--- src/rtl/pbm_pkg.sv ---
// Shared definitions for the packed-byte miscellaneous ALU.
// Assumes lanes are always 8 bits wide; XLEN is set on the top module.
package pbm_pkg;
    localparam int LANE_W = 8;
    localparam int CNT_W  = $clog2(LANE_W + 1);

    typedef enum logic [3:0] {
        OP_SMIN  = 4'd0,
        OP_UMIN  = 4'd1,
        OP_SMAX  = 4'd2,
        OP_UMAX  = 4'd3,
        OP_SCLIP = 4'd4,
        OP_UCLIP = 4'd5,
        OP_SABS  = 4'd6,
        OP_CLRS  = 4'd7,
        OP_CLZ   = 4'd8,
        OP_CLO   = 4'd9,
        OP_SWAP  = 4'd10
    } pbm_op_e;
endpackage

--- src/rtl/pbm_lead_count.sv ---
// Counts how many bits, starting at the MSB and going down, equal match_i.
// Pure combinational. The result saturates at W when every bit matches.
module pbm_lead_count #(
    parameter int W  = 8,
    parameter int CW = $clog2(W + 1)
) (
    input  logic [W-1:0]  bits_i,
    input  logic          match_i,
    output logic [CW-1:0] count_o
);
    // Walk the bits from the top, stopping at the first mismatch.
    always_comb begin
        logic stop;
        stop    = 1'b0;
        count_o = '0;
        for (int i = W - 1; i >= 0; i--) begin
            if (!stop && (bits_i[i] == match_i)) begin
                count_o = count_o + 1'b1;
            end else begin
                stop = 1'b1;
            end
        end
    end
endmodule

--- src/rtl/pbm_lane.sv ---
// One 8-bit lane of the miscellaneous ALU: min/max, clip, abs, leading counts.
// Pure combinational. The swap operation and unknown codes give zero here;
// swap is assembled at word level by the top module.
module pbm_lane
    import pbm_pkg::*;
(
    input  pbm_op_e           op_i,
    input  logic [LANE_W-1:0] a_i,
    input  logic [LANE_W-1:0] b_i,
    input  logic [2:0]        amt_i,
    output logic [LANE_W-1:0] res_o,
    output logic              ovf_o
);
    logic              s_lt, u_lt;
    logic [8:0]        pow;
    logic signed [8:0] a_ext, hi_s, lo_s;
    logic [CNT_W-1:0]  sign_cnt;

    // Comparisons and clip bounds shared by several operations.
    always_comb begin
        s_lt  = $signed(a_i) < $signed(b_i);
        u_lt  = a_i < b_i;
        pow   = 9'd1 << amt_i;
        hi_s  = $signed(pow) - 9'sd1;
        lo_s  = -$signed(pow);
        a_ext = $signed({a_i[7], a_i});
    end

    // A single run-length counter against the sign bit serves all three counts.
    pbm_lead_count #(.W(LANE_W), .CW(CNT_W)) u_cnt (
        .bits_i  (a_i),
        .match_i (a_i[7]),
        .count_o (sign_cnt)
    );

    // Select the lane result and flag the overflow event.
    always_comb begin
        res_o = '0;
        ovf_o = 1'b0;
        case (op_i)
            OP_SMIN: res_o = s_lt ? a_i : b_i;
            OP_UMIN: res_o = u_lt ? a_i : b_i;
            OP_SMAX: res_o = s_lt ? b_i : a_i;
            OP_UMAX: res_o = u_lt ? b_i : a_i;
            OP_SCLIP: begin
                if (a_ext > hi_s) begin
                    res_o = hi_s[7:0];
                    ovf_o = 1'b1;
                end else if (a_ext < lo_s) begin
                    res_o = lo_s[7:0];
                    ovf_o = 1'b1;
                end else begin
                    res_o = a_i;
                end
            end
            OP_UCLIP: begin
                if (a_i[7]) begin
                    res_o = '0;
                    ovf_o = 1'b1;
                end else if (a_ext > hi_s) begin
                    res_o = hi_s[7:0];
                    ovf_o = 1'b1;
                end else begin
                    res_o = a_i;
                end
            end
            OP_SABS: begin
                if (a_i == 8'h80) begin
                    res_o = 8'h7F;
                    ovf_o = 1'b1;
                end else begin
                    res_o = a_i[7] ? (~a_i + 8'd1) : a_i;
                end
            end
            OP_CLRS: res_o = {{(LANE_W-CNT_W){1'b0}}, sign_cnt - 1'b1};
            OP_CLZ:  res_o = a_i[7] ? '0 : {{(LANE_W-CNT_W){1'b0}}, sign_cnt};
            OP_CLO:  res_o = a_i[7] ? {{(LANE_W-CNT_W){1'b0}}, sign_cnt} : '0;
            default: res_o = '0;
        endcase
    end
endmodule

--- src/rtl/pbm_simd_misc.sv ---
// Top of the packed-byte miscellaneous ALU. Replicates one lane per byte,
// builds the halfword swap, and registers the result and saturation pulse.
// Assumes XLEN is a multiple of 16. The reset is synchronous and active low.
module pbm_simd_misc
    import pbm_pkg::*;
#(
    parameter int XLEN = 64
) (
    input  logic            clk,
    input  logic            rst_n,
    input  logic [3:0]      op_i,
    input  logic [XLEN-1:0] rs1_i,
    input  logic [XLEN-1:0] rs2_i,
    input  logic [4:0]      imm_i,
    output logic [XLEN-1:0] result_o,
    output logic            sat_o
);
    localparam int LANES = XLEN / LANE_W;
    localparam int HALVES = XLEN / 16;

    pbm_op_e         op_e;
    logic [XLEN-1:0] lane_res;
    logic [XLEN-1:0] swap_word;
    logic [LANES-1:0] lane_ovf;
    logic            unused_imm;

    assign op_e       = pbm_op_e'(op_i);
    assign unused_imm = ^imm_i[4:3];

    for (genvar g = 0; g < LANES; g++) begin : g_lane
        pbm_lane u_lane (
            .op_i  (op_e),
            .a_i   (rs1_i[g*LANE_W +: LANE_W]),
            .b_i   (rs2_i[g*LANE_W +: LANE_W]),
            .amt_i (imm_i[2:0]),
            .res_o (lane_res[g*LANE_W +: LANE_W]),
            .ovf_o (lane_ovf[g])
        );
    end

    for (genvar h = 0; h < HALVES; h++) begin : g_swap
        assign swap_word[h*16 +: 8]     = rs1_i[h*16 + 8 +: 8];
        assign swap_word[h*16 + 8 +: 8] = rs1_i[h*16 +: 8];
    end

    // Output register: word result and OR of the lane events.
    always_ff @(posedge clk) begin
        if (!rst_n) begin
            result_o <= '0;
            sat_o    <= 1'b0;
        end else begin
            result_o <= (op_e == OP_SWAP) ? swap_word : lane_res;
            sat_o    <= |lane_ovf;
        end
    end
endmodule

--- config.mk ---
export PLATFORM = sky130hd
export DESIGN_NAME = pbm_simd_misc
export DESIGN_NICKNAME = d
export VERILOG_FILES = /design/src/rtl/pbm_pkg.sv /design/src/rtl/pbm_lead_count.sv /design/src/rtl/pbm_lane.sv /design/src/rtl/pbm_simd_misc.sv
export SDC_FILE = /design/constraint.sdc
export NUM_CORES = 1
export LEC_CHECK = 0
export BUFFER_PORTS_ARGS = -buffer_cell sky130_fd_sc_hd__clkbuf_2
export CAP_MARGIN = 30
export CORE_MARGIN = 8
export CORE_UTILIZATION = 34
export DETAILED_ROUTE_END_ITERATION = 16
export GPL_TIMING_DRIVEN = 0
export MAX_ROUTING_LAYER = met4
export PLACE_DENSITY = 0.54
export SLEW_MARGIN = 10
export SYNTH_ARGS = -nofsm -noshare
export SYNTH_HDL_FRONTEND = slang
export SYNTH_SLANG_ARGS = --single-unit
--- constraint.sdc ---
create_clock -name clk -period 6.5 [get_ports clk]
set_clock_uncertainty 0.15 [all_clocks]
set_input_delay 0.65 -clock clk [delete_from_list [all_inputs] [get_ports clk]]
set_output_delay 0.65 -clock clk [all_outputs]
set_load 0.02 [all_outputs]
Word-level counts from Yosys, hierarchy flattened
Cells that the tools add are included.

cells by class
  bitwise gates (word level) = 8
  reductions and logical operators = 90
  shift operators = 1
  mux-type cells = 257
  $add $sub $neg = 66
  equality and inequality tests = 74
  $lt $le $gt $ge = 32

operator list
  operator             number
  $mux 8               80
  $pmux 8 s10          8
  $mux 4               64
  $add 4x1->4 const B  48
  $lt 8x8->1           16
  $mux 1               88
  $gt 8x9->1           8
  $lt 8x9->1           8
  $add 8x1->8 const B  8
  $eq 8x8->1 const B   8
  $mux 64              1
  $not 8->8            8
  $eq 1x1->1           56
  $logic_and 1x1->1    48
  $logic_not 1->1      40
  $sub 4x1->4 const B  8
  $pmux 1 s3           8
  $eq 4x3->1 const B   4
  $mux 2               8
  $eq 4x4->1 const B   3
  $neg 9->9            1
  $shl 1x3->9 const A  1
  $sub 9x2->9 const B  1
  $eq 4x2->1 const B   2
  3 further kinds      3

storage, ports and cells
  word-level logic and storage cells = 530
  register bits after elaboration = 65
  output and inout bits = 65
  input port bits = 139

Logic depth before layout (Yosys ltp)
Gate-level depths: netlist of the first run.

  depth in word-level cells = 21
  depth in mapped cells = 21

Modules after synthesis
Synthesis of the first run repeated with hierarchy kept, for this count alone.

unflattened totals
  cells, all modules = 2980
  area total of the unflattened synthesis = 21878.5 µm²

modules (own cells, without submodules)
  module                                        area each (µm²)  cells an instance  sequential area each (µm²)  times used
  pbm_lane at g_lane[1].u_lane ...              1801.7           256                0.0                         6
  pbm_lead_count at g_lane[0].u_lane.u_cnt ...  614.3            80                 0.0                         7
  pbm_simd_misc                                 2655.0           282                1301.2                      1
  pbm_lane at g_lane[0].u_lane                  1761.7           255                0.0                         1
  pbm_lane at g_lane[5].u_lane                  1744.2           258                0.0                         1
  pbm_lead_count at g_lane[6].u_lane.u_cnt      606.8            89                 0.0                         1

Worst setup path before layout of the first run
No wires, ideal clock.

  kind = input to register
  from = input imm_i[2]
  to = register result_o[36]
  buffers on the path = 5
  arrival time = 5.096 ns
  setup slack = 1.117 ns
  stages on the path = 20
  required time = 6.212 ns
  library setup time = 0.138 ns
  cell sequence = clkbuf_1 > or3_1 > clkbuf_1 > ha_1 > buf_4 > or3b_4 > inv_4 > nor3_2 > buf_6 > inv_1 > clkbuf_1 > ha_1 > a21o_1 > a2111oi_0 > a21oi_1 > o22ai_1 > o21ai_1 > o211a_1 > a211oi_1 > o221ai_1

on the way
  cells in the longest elaborated chain, start to end = 7

RTL lines
  element                                          line                                            RTL
  start, declared                                  pbm_simd_misc.sv:14                             input logic [4:0] imm_i,
  $shl 1x3->9 (*)                                  pbm_lane.sv:23                                  pow = 9'd1 << amt_i;
  $sub 9x2->9 / $neg 9->9 (equally long branches)  pbm_lane.sv:24, pbm_lane.sv:25
  $gt 8x9->1 / $lt 8x9->1 (equally long branches)  pbm_lane.sv:46, pbm_lane.sv:60, pbm_lane.sv:49
  $mux 8 (on tied branches)                        pbm_lane.sv:60, pbm_lane.sv:49
  $mux 8 (on tied branches)                        pbm_lane.sv:57, pbm_lane.sv:46
  $pmux 8 s10 (*)                                  pbm_lane.sv:40                                  case (op_i)
  $mux 64 (*)                                      pbm_simd_misc.sv:52                             result_o <= (op_e == OP_SWAP) ? swap_word : lane_res;
  end signal, assigned                             pbm_simd_misc.sv:52
  end, declared                                    pbm_simd_misc.sv:15                             output logic [XLEN-1:0] result_o,

Mark *: on every way between the ends. The rest lies on a longest branch, timed or not.
A chain may end at the register's enable or synchronous reset.

Final worst setup path of the first run
  from = input imm_i[2]
  to = register sat_o

on the way
  cells in the longest elaborated chain, start to end = 7

RTL lines
  element                                          line                                            RTL
  $shl 1x3->9 (*)                                  pbm_lane.sv:23
  $sub 9x2->9 / $neg 9->9 (equally long branches)  pbm_lane.sv:24, pbm_lane.sv:25
  $gt 8x9->1 / $lt 8x9->1 (equally long branches)  pbm_lane.sv:46, pbm_lane.sv:60, pbm_lane.sv:49
  $mux 1 (on tied branches)                        pbm_lane.sv:60, pbm_lane.sv:49
  $mux 1 (on tied branches)                        pbm_lane.sv:57, pbm_lane.sv:46
  $pmux 1 s3                                       pbm_lane.sv:40
  $reduce_or 8->1 (*)                              pbm_simd_misc.sv:53                             sat_o <= |lane_ovf;
  end signal, assigned                             pbm_simd_misc.sv:53
  end, declared                                    pbm_simd_misc.sv:16                             output logic sat_o

Marked as above.

==> results of run 1 <==
## kinds of logic after synthesis
| logic type | Yosys count | synth area share, % |
|---|---|---|
| AO/OA/AOI/OAI | 723 | 34.1 |
| XOR/XNOR | 69 | 4.10 |
| adder cells (fa/ha/maj) | 228 | 19.3 |
| buffers and inverters | 279 | 7.50 |
| flip-flops | 65 | 8.83 |
| multiplexers | 62 | 4.31 |
| other | 2 | 0.0510 |
| AND/OR/NAND/NOR | 645 | 21.7 |
## path summary, 6_finish.rpt
kind              slack [ns]                       to       from  cells past startpoint
setup / recovery        0.14         sat_o$_SDFF_PN0_   imm_i[2]                     22
hold / removal          0.37  result_o[18]$_SDFF_PN0_  rs2_i[18]                      3
## report_power, final
group	switching [mW]	internal, mW
Sequential	0.00878	0.431
Clock	0.232	0.338
Combinational	0.971	0.515
## per-layer routing
| metal | vias up | global-route usage, % | share of wire, % |
|---|---|---|---|
| met2 | 1157 | 46.0 | 42 |
| met3 | 290 | 7.89 | 11 |
| li1 | 8275 | - | - |
| met5 | - | - | 0 |
| met1 | 8735 | 40.7 | 42 |
| met4 | 0 | 18.4 | 6.2 |
## cells in the final DEF (no fill, tap or decap), types with 14 or more instances in the layout
cell	count
nand2b_1	35
or2_2	15
nand4_1	24
a31oi_1	39
o21a_1	20
inv_1	134
a21o_1	20
clkbuf_2	202
xnor2_1	47
dfxtp_1	65
and3_1	25
o21ai_0	132
mux2i_1	50
o221ai_1	16
nor3_1	54
nor4_1	19
clkbuf_1	101
xor2_1	22
o211a_1	14
nor2_1	129
conb_1	16
o211ai_1	38
buf_2	14
a21oi_1	161
o22ai_1	21
a211oi_1	51
buf_4	14
o31ai_1	17
ha_1	224
nand2_1	171
nand3_1	80
nor2b_1	29
## state kept, by name, indices dropped and copies added (netlist names)
signal and count:
result_o 64, sat_o 1
## per-stage QoR
step	utilization, %	setup TNS (ns)	area (um2)
finish	40.1	0	17200
global placement	38.4	-210.40	16500
floorplan	-	0	14800
detailed placement	39.0	-98.55	16800
CTS	40.0	0	17200
global route	40.0	0	17200
## timing repair
item | 4_1_cts | 5_1_grt
setup endpoints to repair | 65 | 11
cloned | 0 | 0
buffers inserted | 5 | 0
pin swaps | 1 | 0
gates resized for setup | 16 | 7
## cell type report
| type | count | share of cell area, % |
|---|---|---|
| multi-input cells | 1743 | 72.2 |
| flip-flops and latches | 65 | 7.56 |
| repair buffers | 217 | 7.40 |
| well taps | 585 | 4.25 |
| plain buffers | 141 | 3.59 |
| inverters | 138 | 3.07 |
| clock buffers | 9 | 1.31 |
| clock inverters | 7 | 0.596 |
| diodes | 3 | 0.0436 |
==> qor.log, run 1 <==
qor: outcome.run_status finished clean
qor: cells_and_area.fillerInstances 4662
qor: logic_synthesis.synthesis.instances 2073
qor: timing.tightestPinTransition 1.11 ns
qor: logic_synthesis.synth_cell_type_count 96
qor: routing.drt_iter0_drc 2305
qor: routing.drt-total-wl 81500 um
qor: timing.hold-worst-slack 0.372 ns
qor: cells_and_area.final_cells 2908
qor: routing.post_drt_via_cell_ratio 6.35
qor: place.post-place-ws -2.34 ns
qor: min_path.min_path_type input pin to flip-flop
qor: clocking.tritoncts.num_buffers 9
qor: logic_synthesis.netlist_top_cells_count 225 x ha_1, 171 x nand2_1, 161 x a21oi_1
qor: critical_path.path_buf_inv 9
qor: logic_synthesis.synth.cell_area 14700 um2
qor: routing.vias 18457
qor: critical_path.critical_path_cell_list buf_4, buf_4, or3_1, clkbuf_8, ha_2, buf_4, or3b_4, inv_4, nor3_4, buf_8, clkinvlp_4, clkbuf_4, buf_16, ha_1, o21ai_0, or3_1, a31oi_2, nor2_1, nor4b_1, nand3_1, a21oi_1, a31oi_1
qor: critical_path.most_common_cell_type_on_the_critical_path buf_4
qor: critical_path.critical-path-max-stage-delay 0.52 ns
qor: routing.detail_route.first_pass.iterations 6
qor: die.fp.dieArea 50300 um2
qor: routing.ant_nets 0
qor: power.p_leak 7.61 nW
qor: logic_synthesis.synth_top_cell_by_area ha_1
qor: logic_synthesis.post-synth-top-area-fraction 19.1%
qor: routing.detail_route.wl_per_cell 28.0 um
qor: logic_synthesis.ys_top_cells_by_area ha_1 19%, dfxtp_1 8.8%, a21oi_1 5.5%, o21ai_0 4.5%, nand2_1 4.4%
qor: global_route.grt_overflow_total 0
qor: global_route.grt_usage 32.1%
qor: logic_synthesis.post_synthesis_sequential_area_ratio 8.83%
qor: power.totalPowerFinal 2.50 mW
qor: die.die_x 224 um
qor: critical_path.crit_fanout 18
qor: routing.route.detailed.drc 0
qor: global_route.grt_pass1_wl 118000 um
qor: power.vdd_drop_max 0.113 mV
qor: logic_synthesis.synth.yosys.warnings 0
qor: place.placement.io_buffers 197
qor: timing.post-route-period-util 97.8%
qor: logic_synthesis.ys_dominant_reg_cell dfxtp_1
qor: critical_path.setup.worst_path.class input pin to flip-flop
qor: die.placeableCoreArea 43000 um2
qor: timing.report.final.hold_viol_count 0
qor: die.chipHeight 224 um
qor: logic_synthesis.yosys.cell_count.top_type ha_1
qor: critical_path.worst_path_max_delay_cell nor4b_1
qor: timing.slew-limit-headroom 25.9%
qor: place.dp_hpwl 60600 um
qor: critical_path.timing.critical_path.max_delay_family simple AND/OR/NAND/NOR gates
qor: critical_path.worst_ep_required_time 6.55 ns
qor: global_route.grt_pass1_vias 17649
qor: global_route.number_of_antenna_violations_at_the_first_check_in_global_routing 1
qor: die.initial_utilization 34.3%
qor: clocking.clkSinkCount 65
qor: cells_and_area.register_area 1300 um2
qor: logic_synthesis.synth-edff-count 0
qor: clocking.cts.hold.buffers_added 0
qor: critical_path.endpoint_kind_of_the_worst_setup_timing_path flip-flop
qor: job.number_of_max_cap_violations 0
qor: place.dp_cells 2884
qor: die.io_pins 204
qor: cells_and_area.area_of_the_multi_input_gates 12400 um2
qor: cells_and_area.finish.net_count 2679
qor: timing.timing.final.max_slew_violations 0
qor: place.last_weighted_congestion_value_of_the_routability_driven_placer 1.01
qor: clocking.tritoncts yes
qor: logic_synthesis.synth_area_per_cell 7.11 um2
qor: clocking.clk_root_buffer_cell clkbuf_16
qor: timing.setup_repair_after_global_routing_missed_its_margin false
qor: clocking.cts-htree-levels 3
qor: timing.setup_ws 0.145 ns
qor: clocking.worst_setup_hold_path_clk_slew 0.06 ns
qor: timing.achievable-frequency 157 MHz
qor: logic_synthesis.synthArstFlopShare 0%
qor: cells_and_area.fraction_of_layout_cells_with_a_size_suffix_above_1 14.3%
qor: power.power_density 145 nW/um2
qor: logic_synthesis.yosys_register_bits 65
qor: critical_path.critPathArrivalTime 6.41 ns
qor: global_route.grt_start_max_net_pins 19
qor: cells_and_area.layout_overhead_on_the_synthesized_area 16.8%
qor: clocking.clock_path_buffers 2
qor: timing.setup_viol_count_final 0
qor: critical_path.worstSetupStartpointType input pin
qor: timing.finalCriticalPeriod 6.36 ns
qor: die.std_cell_rows 76
(Power assumes the default switching activity.)
==> inputs of run 2 (changes only) <==
Settings changed: CORE_UTILIZATION 34 to 30, PLACE_DENSITY 0.54 to 0.49, SETUP_SLACK_MARGIN set to 0.1, SLEW_MARGIN 10 to unset.
==> qor.log, run 2 (synthesis results as in run 1) <==
qor: outcome.run_status finished, violations left
qor: min_path.min_path_type input pin to flip-flop
qor: timing.report.final.hold_viol_count 0
qor: global_route.grt_pass1_wl 119000 um
qor: die.die_x 238 um
qor: place.last_weighted_congestion_value_of_the_routability_driven_placer 0.958
qor: clocking.tritoncts.num_buffers 9
qor: cells_and_area.flip_flop_count_of_the_largest_register_all_copies_and_words_added 64
qor: critical_path.worst_ep_required_time 6.59 ns
qor: global_route.grt_usage 28.9%
qor: timing.tightestPinTransition 1.15 ns
qor: timing.timing.final.max_slew_violations 0
qor: clocking.clk_root_buffer_cell clkbuf_16
qor: die.placeableCoreArea 48700 um2
qor: timing.hold-worst-slack 0.375 ns
qor: cells_and_area.mostFrequentLayoutCells 224 x ha_1, 202 x clkbuf_2, 171 x nand2_1
qor: critical_path.setup.worst_path.class input pin to flip-flop
qor: global_route.number_of_antenna_violations_at_the_first_check_in_global_routing 6
qor: cells_and_area.layout_overhead_on_the_synthesized_area 16.8%
qor: die.initial_utilization 30.2%
qor: clocking.clkSinkCount 65
qor: die.io_pins 204
qor: clocking.worst_setup_hold_path_clk_slew 0.06 ns
qor: routing.drt_iter0_drc 2240
qor: clocking.clock_path_buffers 2
qor: critical_path.worstSetupStartpointType input pin
qor: cells_and_area.fillerInstances 5283
qor: min_path.worst_hold_path.endpoint result_o[20]$_SDFF_PN0_
qor: timing.slew-limit-headroom 23.2%
qor: cells_and_area.layout_commonest_cell ha_1
qor: cells_and_area.regMostFlops result_o
qor: routing.route.detailed.drc 0
qor: critical_path.endpoint_kind_of_the_worst_setup_timing_path flip-flop
qor: power.p_leak 7.56 nW
qor: critical_path.critical-path-max-stage-delay 0.72 ns
qor: die.std_cell_rows 81
qor: cells_and_area.fraction_of_layout_cells_with_a_size_suffix_above_1 14.1%
qor: global_route.grt_overflow_total 0
qor: clocking.tritoncts yes
qor: place.post-place-ws -2.37 ns
qor: cells_and_area.layout.core_utilization 35.3%
qor: critical_path.crit_fanout 18
qor: outcome.violations_in_the_final_reports negative setup slack
qor: global_route.grt_start_max_net_pins 19
qor: routing.drt-total-wl 82900 um
qor: critical_path.worst_path_max_delay_cell xnor2_1
qor: power.vdd_drop_max 0.134 mV
qor: routing.vias 18443
qor: cells_and_area.largestRegisters result_o x64, sat_o x1
qor: clocking.cts.hold.buffers_added 0
qor: place.dpl-instance-area 16800 um2
qor: job.number_of_max_cap_violations 0
qor: min_path.hold_startpoint rs2_i[20]
qor: power.totalPowerFinal 2.49 mW
qor: timing.setup_viol_count_final 1
qor: place.placement.io_buffers 197
qor: cells_and_area.finish.instance_area 17200 um2
qor: clocking.cts-htree-levels 3
qor: critical_path.critPathArrivalTime 6.62 ns
qor: timing.finalCriticalPeriod 6.53 ns
qor: die.chipHeight 238 um
qor: timing.achievable-frequency 153 MHz
qor: routing.post_drt_via_cell_ratio 6.18
qor: cells_and_area.area_of_the_multi_input_gates 12400 um2
qor: critical_path.most_common_cell_type_on_the_critical_path buf_4
qor: min_path.whs_path_depth 3
qor: die.fp.dieArea 56500 um2
qor: timing.setup_repair_after_global_routing_missed_its_margin true
qor: place.dp_hpwl 61500 um
qor: cells_and_area.finish.net_count 2674
qor: timing.post-route-period-util 100%
qor: power.power_density 144 nW/um2
qor: routing.detail_route.wl_per_cell 27.8 um
qor: critical_path.critical_path_cell_list clkbuf_4, buf_4, or3_1, clkbuf_8, ha_2, buf_4, xnor2_1, buf_6, inv_1, clkbuf_2, ha_1, nor2_1, a211oi_1, o41ai_1, a31o_2, o21ai_1, o211ai_1, o21ai_0, o41a_1
qor: routing.detail_route.first_pass.iterations 6
qor: cells_and_area.register_area 1300 um2
qor: timing.setup_ws -0.0325 ns
qor: routing.ant_nets 0
qor: global_route.grt_pass1_vias 17549
## run 2: area by class of cell
cell class / instances / share of cell area, %
Antenna cell: 5 / 0.0727
Tap cell: 664 / 4.82
Buffer: 141 / 3.63
Inverter: 138 / 3.07
Clock inverter: 7 / 0.596
Sequential cell: 65 / 7.56
Clock buffer: 9 / 1.31
Timing Repair Buffer: 212 / 6.81
Multi-Input combinational cell: 1743 / 72.1
## run 2: how the worst max path moves through the flow
stage / start / to / slack (ns)
6_report: imm_i[2] / result_o[10]$_SDFF_PN0_ / -0.03
5_1_grt: imm_i[2] / result_o[10]$_SDFF_PN0_ / 0.07
4_1_cts: imm_i[2] / result_o[32]$_SDFF_PN0_ / 0.11
3_5_place_dp: imm_i[2] / result_o[32]$_SDFF_PN0_ / -2.37
3_3_place_gp: imm_i[2] / result_o[32]$_SDFF_PN0_ / -3.73
2_1_floorplan: imm_i[2] / result_o[36]$_SDFF_PN0_ / 1.12
## run 2: metrics by stage
stage,TNS (ns),instances
4_1_cts,0,2976
2_1_floorplan,0,2087
5_1_grt,0,2984
6_report,-0.0325,2984
3_5_place_dp,-115.84,2958
3_3_place_gp,-198.88,2948
## run 2: where the power goes
group | switching [mW] | total (mW) | internal, mW
combinational | 0.974 | 1.48 | 0.506
clock | 0.229 | 0.567 | 0.338
sequential | 0.00875 | 0.440 | 0.431
total | 1.21 | 2.49 | 1.28
## run 2: repair_timing
action                                  in CTS  in global routing
endpoints found under the setup margin      65                 35
buffers inserted                             2                  2
gates resized for setup                     14                 10
pin swaps                                    0                  1
## run 2: critical path: cells and delay by family
family                   cells  cell delay (ns)
buffers and inverters        7             1.96
AO/OA/AOI/OAI                7             1.92
adder cells (fa/ha/maj)      2             0.75
XOR/XNOR                     1             0.72
AND/OR/NAND/NOR              2             0.53
## run 2: metal layers
layer | vias up | GRT usage [%] | routed length, um
met1 | 8756 | 36.3 | 35100
met3 | 260 | 6.30 | 7890
li1 | 8294 | - | -
met2 | 1133 | 42.8 | 35000
met4 | 0 | 15.7 | 4870
met5 | - | - | 0
